<file path="src/rtl/smr_pkg.sv">
package smr_pkg;

  // Ramp position, derived from gain and request direction.
  typedef enum logic [1:0] {
    ST_UNITY  = 2'd0,
    ST_FALL   = 2'd1,
    ST_SILENT = 2'd2,
    ST_RISE   = 2'd3
  } ramp_state_e;

endpackage

</file>
<file path="src/rtl/smr_gain_ctrl.sv">
module smr_gain_ctrl
  import smr_pkg::*;
#(
  parameter int RAMP_LEN = 1024,
  parameter int GAIN_W   = $clog2(RAMP_LEN) + 1
) (
  input  logic              clk,
  input  logic              rst,
  input  logic              mute_req,
  input  logic              step_en,
  output logic [GAIN_W-1:0] gain,
  output ramp_state_e       state
);

  localparam logic [GAIN_W-1:0] UNITY = GAIN_W'(RAMP_LEN);

  logic [GAIN_W-1:0] gain_q, gain_d;
  ramp_state_e       state_q, state_d;

  always_comb begin
    gain_d = gain_q;
    if (step_en) begin
      if (mute_req && gain_q != '0)
        gain_d = gain_q - 1'b1;
      else if (!mute_req && gain_q != UNITY)
        gain_d = gain_q + 1'b1;
    end
  end

  always_comb begin
    if (gain_d == '0)
      state_d = ST_SILENT;
    else if (gain_d == UNITY)
      state_d = ST_UNITY;
    else if (mute_req)
      state_d = ST_FALL;
    else
      state_d = ST_RISE;
  end

  always_ff @(posedge clk) begin
    if (rst) begin
      gain_q  <= UNITY;
      state_q <= ST_UNITY;
    end else begin
      gain_q  <= gain_d;
      state_q <= state_d;
    end
  end

  assign gain  = gain_q;
  assign state = state_q;

endmodule

</file>
<file path="src/rtl/smr_scaler.sv">
module smr_scaler #(
  parameter int DATA_W   = 20,
  parameter int RAMP_LEN = 1024,
  parameter int GAIN_W   = $clog2(RAMP_LEN) + 1
) (
  input  logic              clk,
  input  logic              rst,
  input  logic              load,
  input  logic [DATA_W-1:0] sample,
  input  logic [GAIN_W-1:0] gain,
  output logic [DATA_W-1:0] scaled
);

  localparam int SH = $clog2(RAMP_LEN);
  localparam int PW = DATA_W + GAIN_W + 2;
  localparam logic signed [PW-1:0] HALF = PW'(1) << (SH - 1);
  localparam logic signed [PW-1:0] MAXV = (PW'(1) << (DATA_W - 1)) - PW'(1);
  localparam logic signed [PW-1:0] MINV = -(PW'(1) << (DATA_W - 1));

  logic signed [PW-1:0] a_ext, g_ext, prod, rnd, shr;
  logic [DATA_W-1:0]    sat;
  logic [DATA_W-1:0]    scaled_q;

  always_comb begin
    a_ext = {{(PW-DATA_W){sample[DATA_W-1]}}, sample};
    g_ext = {{(PW-GAIN_W){1'b0}}, gain};
    prod  = a_ext * g_ext;
    rnd   = prod + HALF;
    shr   = rnd >>> SH;
    if (shr > MAXV)
      sat = MAXV[DATA_W-1:0];
    else if (shr < MINV)
      sat = MINV[DATA_W-1:0];
    else
      sat = shr[DATA_W-1:0];
  end

  always_ff @(posedge clk) begin
    if (rst)
      scaled_q <= '0;
    else if (load)
      scaled_q <= sat;
  end

  assign scaled = scaled_q;

endmodule

</file>
<file path="src/rtl/soft_mute_ramp.sv">
module soft_mute_ramp
  import smr_pkg::*;
#(
  parameter int DATA_W   = 20,
  parameter int RAMP_LEN = 1024,
  parameter int GAIN_W   = $clog2(RAMP_LEN) + 1
) (
  input  logic              clk,
  input  logic              rst,
  input  logic              mute_req,
  input  logic              s_valid,
  output logic              s_ready,
  input  logic [DATA_W-1:0] s_left,
  input  logic [DATA_W-1:0] s_right,
  output logic              m_valid,
  input  logic              m_ready,
  output logic [DATA_W-1:0] m_left,
  output logic [DATA_W-1:0] m_right,
  output logic              muted
);

  localparam int NCH = 2;

  logic              accept;
  logic              out_v_q;
  logic [GAIN_W-1:0] gain_w;
  ramp_state_e       state_w;
  logic [DATA_W-1:0] ch_in  [NCH];
  logic [DATA_W-1:0] ch_out [NCH];

  assign s_ready = !out_v_q || m_ready;
  assign accept  = s_valid && s_ready;

  smr_gain_ctrl #(
    .RAMP_LEN (RAMP_LEN),
    .GAIN_W   (GAIN_W)
  ) u_ctrl (
    .clk      (clk),
    .rst      (rst),
    .mute_req (mute_req),
    .step_en  (accept),
    .gain     (gain_w),
    .state    (state_w)
  );

  assign ch_in[0] = s_left;
  assign ch_in[1] = s_right;

  for (genvar ch = 0; ch < NCH; ch++) begin : g_chan
    smr_scaler #(
      .DATA_W   (DATA_W),
      .RAMP_LEN (RAMP_LEN),
      .GAIN_W   (GAIN_W)
    ) u_scale (
      .clk    (clk),
      .rst    (rst),
      .load   (accept),
      .sample (ch_in[ch]),
      .gain   (gain_w),
      .scaled (ch_out[ch])
    );
  end

  always_ff @(posedge clk) begin
    if (rst)
      out_v_q <= 1'b0;
    else if (accept)
      out_v_q <= 1'b1;
    else if (m_ready)
      out_v_q <= 1'b0;
  end

  assign m_valid = out_v_q;
  assign m_left  = ch_out[0];
  assign m_right = ch_out[1];
  assign muted   = (state_w == ST_SILENT) && mute_req;

endmodule

</file>
<file path="config.mk">
export PLATFORM = sky130hd
export DESIGN_NAME = soft_mute_ramp
export DESIGN_NICKNAME = d
export VERILOG_FILES = /design/src/rtl/smr_pkg.sv /design/src/rtl/smr_gain_ctrl.sv /design/src/rtl/smr_scaler.sv /design/src/rtl/soft_mute_ramp.sv
export SDC_FILE = /design/constraint.sdc
export NUM_CORES = 1
export LEC_CHECK = 0
export CELL_PAD_IN_SITES_DETAIL_PLACEMENT = 1
export CELL_PAD_IN_SITES_GLOBAL_PLACEMENT = 1
export CORE_AREA = 2 2 224 248
export CTS_CLUSTER_DIAMETER = 80
export DETAILED_ROUTE_END_ITERATION = 12
export DIE_AREA = 0 0 226 250
export GPL_TIMING_DRIVEN = 0
export PLACE_DENSITY_LB_ADDON = 0.1
export SLEW_MARGIN = 20
export SYNTH_ARGS = -nofsm -noshare
export SYNTH_HDL_FRONTEND = slang
export SYNTH_SLANG_ARGS = --single-unit
</file>
<file path="constraint.sdc">
create_clock -name clk -period 6.3 [get_ports clk]
set_input_delay 1.26 -clock clk [delete_from_list [all_inputs] [get_ports clk]]
set_output_delay 1.26 -clock clk [all_outputs]
set_load 0.005 [all_outputs]
</file>
==> run metrics <==
min-delay src=g_chan[0].u_scale.scaled[19]; Nets=3025; Leakage Power=0.0113 uW; clk sinks=54; PnR worst setup slack=-0.299 ns; Slew Limit Fails=0; Synth Instances=2181; gr ovfl total=0; initial antenna violation count=2; Post-Route WL=59400 um; worst r2r src=u_ctrl.gain[7]; reg2reg end=g_chan[1].u_scale.scaled[17]; FF-to-FF path depth=24; mean number of vias per cell=4.78; endpoints failing hold=0; Max clock buf depth=2; synth cell count leaders=511 x inv_1, 398 x fa_1, 304 x nand2_1; worst path arrival time=6.84 ns; Reg clk slew, reported paths=0.09 ns; vias in the first global route=17.0k; WHS Endpoint=g_chan[0].u_scale.scaled[19]; worst rel slew slack=26.5%; mapped cell area=18800 um^2; minimum clock period=6.60 ns; Max Cap Viol=0; DP HPWL=46900 um; Async SR Flop Fraction=0%; WHS Path Cells=2; Setup Crit Path Kind=input pin to flop; worst min path class=flop to flop; layout cells sized above 1=21.9%; period utilization=105%; dpl cells=3001; Hold Buf Count CTS=0; final clock skew=approximately 0.015 ns; WP data required=6.55 ns; Iter 0 DRT Violations=541; H-tree levels=2; DR DRC count=0; Site Rows=90; Routed wire per std cell=18.9 um; failing checks=setup timing; outcome=complete, but fails checks; area of the multi-input gates=between 15000 and 20000 um^2; Post-Layout Cell Count=3149; routability-driven placement congestion ratio=0.852; synthesized net count=between 2k and 3k; Area Growth Syn to Fin=26.3%; ANT nets after route=0; dpl cell area=21100 um^2; yosys warns=0; r2r setup slk=-0.23 ns; post-synth top area share=between 40% and 50%; I/O pin count=88; Seq/Total Area, Yosys=under 10%; total CTS buffers=5; Power Total=13700 uW; Post-synth EDFFs=0; design area=23700 um^2; hold_ws=0.534 ns; DR pass1 iterations=5; DIE WIDTH=approximately 230 um; worst-margin pin slew=1.10 ns; Root Driver=clkbuf_16; largest net degree at the start of global routing=16; Max Fanout on Critical Path=10; Worst-Skew Late Latency=0.33 ns; routed vias=15.1k; Critical Path End Type=flop; PwrDens=between 500 and 600 nW/um^2; I/O Buffers=84; diodes inserted=0; Core Area=54200 um^2; Max Clk Rate=0.152 GHz; Primary FF master, synth=dfxtp_1; worst vdd ir=0.568 mV; setup violators final=38; Mean Syn Cell Area=8.61 um^2; Fillers=roughly 6.3k; RSZ-0062 raised after global routing=true; ranking of synthesized cells by area=fa_1 42%, ha_1 11%, inv_1 10%, and2_1 7.0%, nand2_1 6.1%; critical path launch point type=input pin; CTS tree=built; most frequent cell after synthesis=inv_1; first-pass GRT wire length=94300 um; Die Y=250 um; Yosys top cell by area=fa_1; initial cell density of the core=34.7%; register bit total from synthesis=between 50 and 60; register area=1080 um^2; Synth cell types=70; Die ar.=roughly 57000 um^2; All-Layer GR Usage=a little over a fifth
stage by stage:
| step | TNS [ns] | worst slack, ns | utilization (%) |
|---|---|---|---|
| after floorplan | -2.02 | -0.130 | - |
| after global placement | -61.23 | -1.72 | 39.0 |
| after detailed placement | -64.80 | -1.84 | 39.0 |
| after CTS | -10.74 | -0.332 | 43.0 |
| after global routing | -15.73 | -0.493 | 43.8 |
| final | -8.14 | -0.299 | 43.8 |
registers in the layout, indices dropped and copies added (netlist names):
register,flops
u_ctrl.state,2
u_ctrl.gain,11
g_chan.u_scale.scaled,40
m_valid,1
area by class of cell:
class | count | area share [%]
multi-input cells | 1503 | 70.2
repair buffers | 228 | 8.64
inverters | 511 | 8.10
flip-flops and latches | 54 | 4.56
plain buffers | 109 | 3.93
well taps | 736 | 3.88
clock buffers | 8 | 0.702
how the worst max path moves through the flow:
stage | from | end | slack, ns | depth (start not counted)
finish | s_right[16] | g_chan[1].u_scale.scaled[17] | -0.30 | 25
global route | s_right[16] | g_chan[1].u_scale.scaled[17] | -0.49 | 25
CTS | s_left[7] | g_chan[0].u_scale.scaled[13] | -0.33 | 24
detailed placement | s_left[3] | g_chan[0].u_scale.scaled[8] | -1.84 | 22
global placement | s_left[3] | g_chan[0].u_scale.scaled[8] | -1.72 | 22
floorplan | s_right[6] | g_chan[1].u_scale.scaled[10] | -0.13 | 24
timing repair:
action                                  in CTS  in global routing
endpoints found under the setup margin      40                 40
resized for setup                          412                120
setup buffers                              104                 19
gates cloned                                22                  0
pin swaps                                  143                 99
placed cells by master (no fill, tap or decap), types with 42 or more instances in the layout:
cell type	instances
buf_4	119
inv_1	492
fa_1	356
clkdlybuf4s50_1	46
ha_1	127
fa_2	42
dfxtp_1	54
and2_1	197
nor2_1	65
nand2_1	269
layer usage:
metal	vias to the layer above	wire length, um	GRT usage [%]
li1	6988	-	-
met3	41	1220	1.52
met1	7880	26100	28.4
met4	0	1210	4.64
met2	155	30900	39.9
met5	-	0	0
kinds of logic (layout without fill, tap and decap cells):
kind of cell	after synthesis	count (layout)	share of synthesized area [%]
AOI/OAI and AO/OA	206	206	7.57
adders and majority gates	568	568	53.8
buffers and inverters	624	856	12.6
DFF	54	54	5.76
and+or+nand+nor	665	665	17.2
xor gates and xnor gates	61	61	2.89
muxes	3	3	0.167
worst max-delay path, cell delays in order:
cell and delay [ns]:
clkdlybuf4s15_2 0.22, clkbuf_8 0.17, and2_1 0.17, fa_1 0.46, ha_1 0.29, inv_1 0.05, fa_1 0.51, inv_1 0.08
fa_1 0.54, inv_1 0.05, fa_1 0.47, inv_1 0.06, ha_4 0.23, and3_4 0.19, a221o_1 0.37, a21oi_4 0.19
o21ai_2 0.09, a21oi_4 0.21, o311a_1 0.22, o21ai_1 0.06, nor3b_2 0.16, o31a_1 0.32, buf_6 0.14, buf_12 0.14
a211oi_2 0.20
report_power, final:
| part | switching, uW | internal, uW | total (uW) |
|---|---|---|---|
| Sequential | 60.0 | 456 | 516 |
| Combinational | 6860 | 5920 | 12800 |
| Clock | 172 | 182 | 354 |
| Total | 7100 | 6550 | 13700 |
Power figures use the tool's default switching activity.
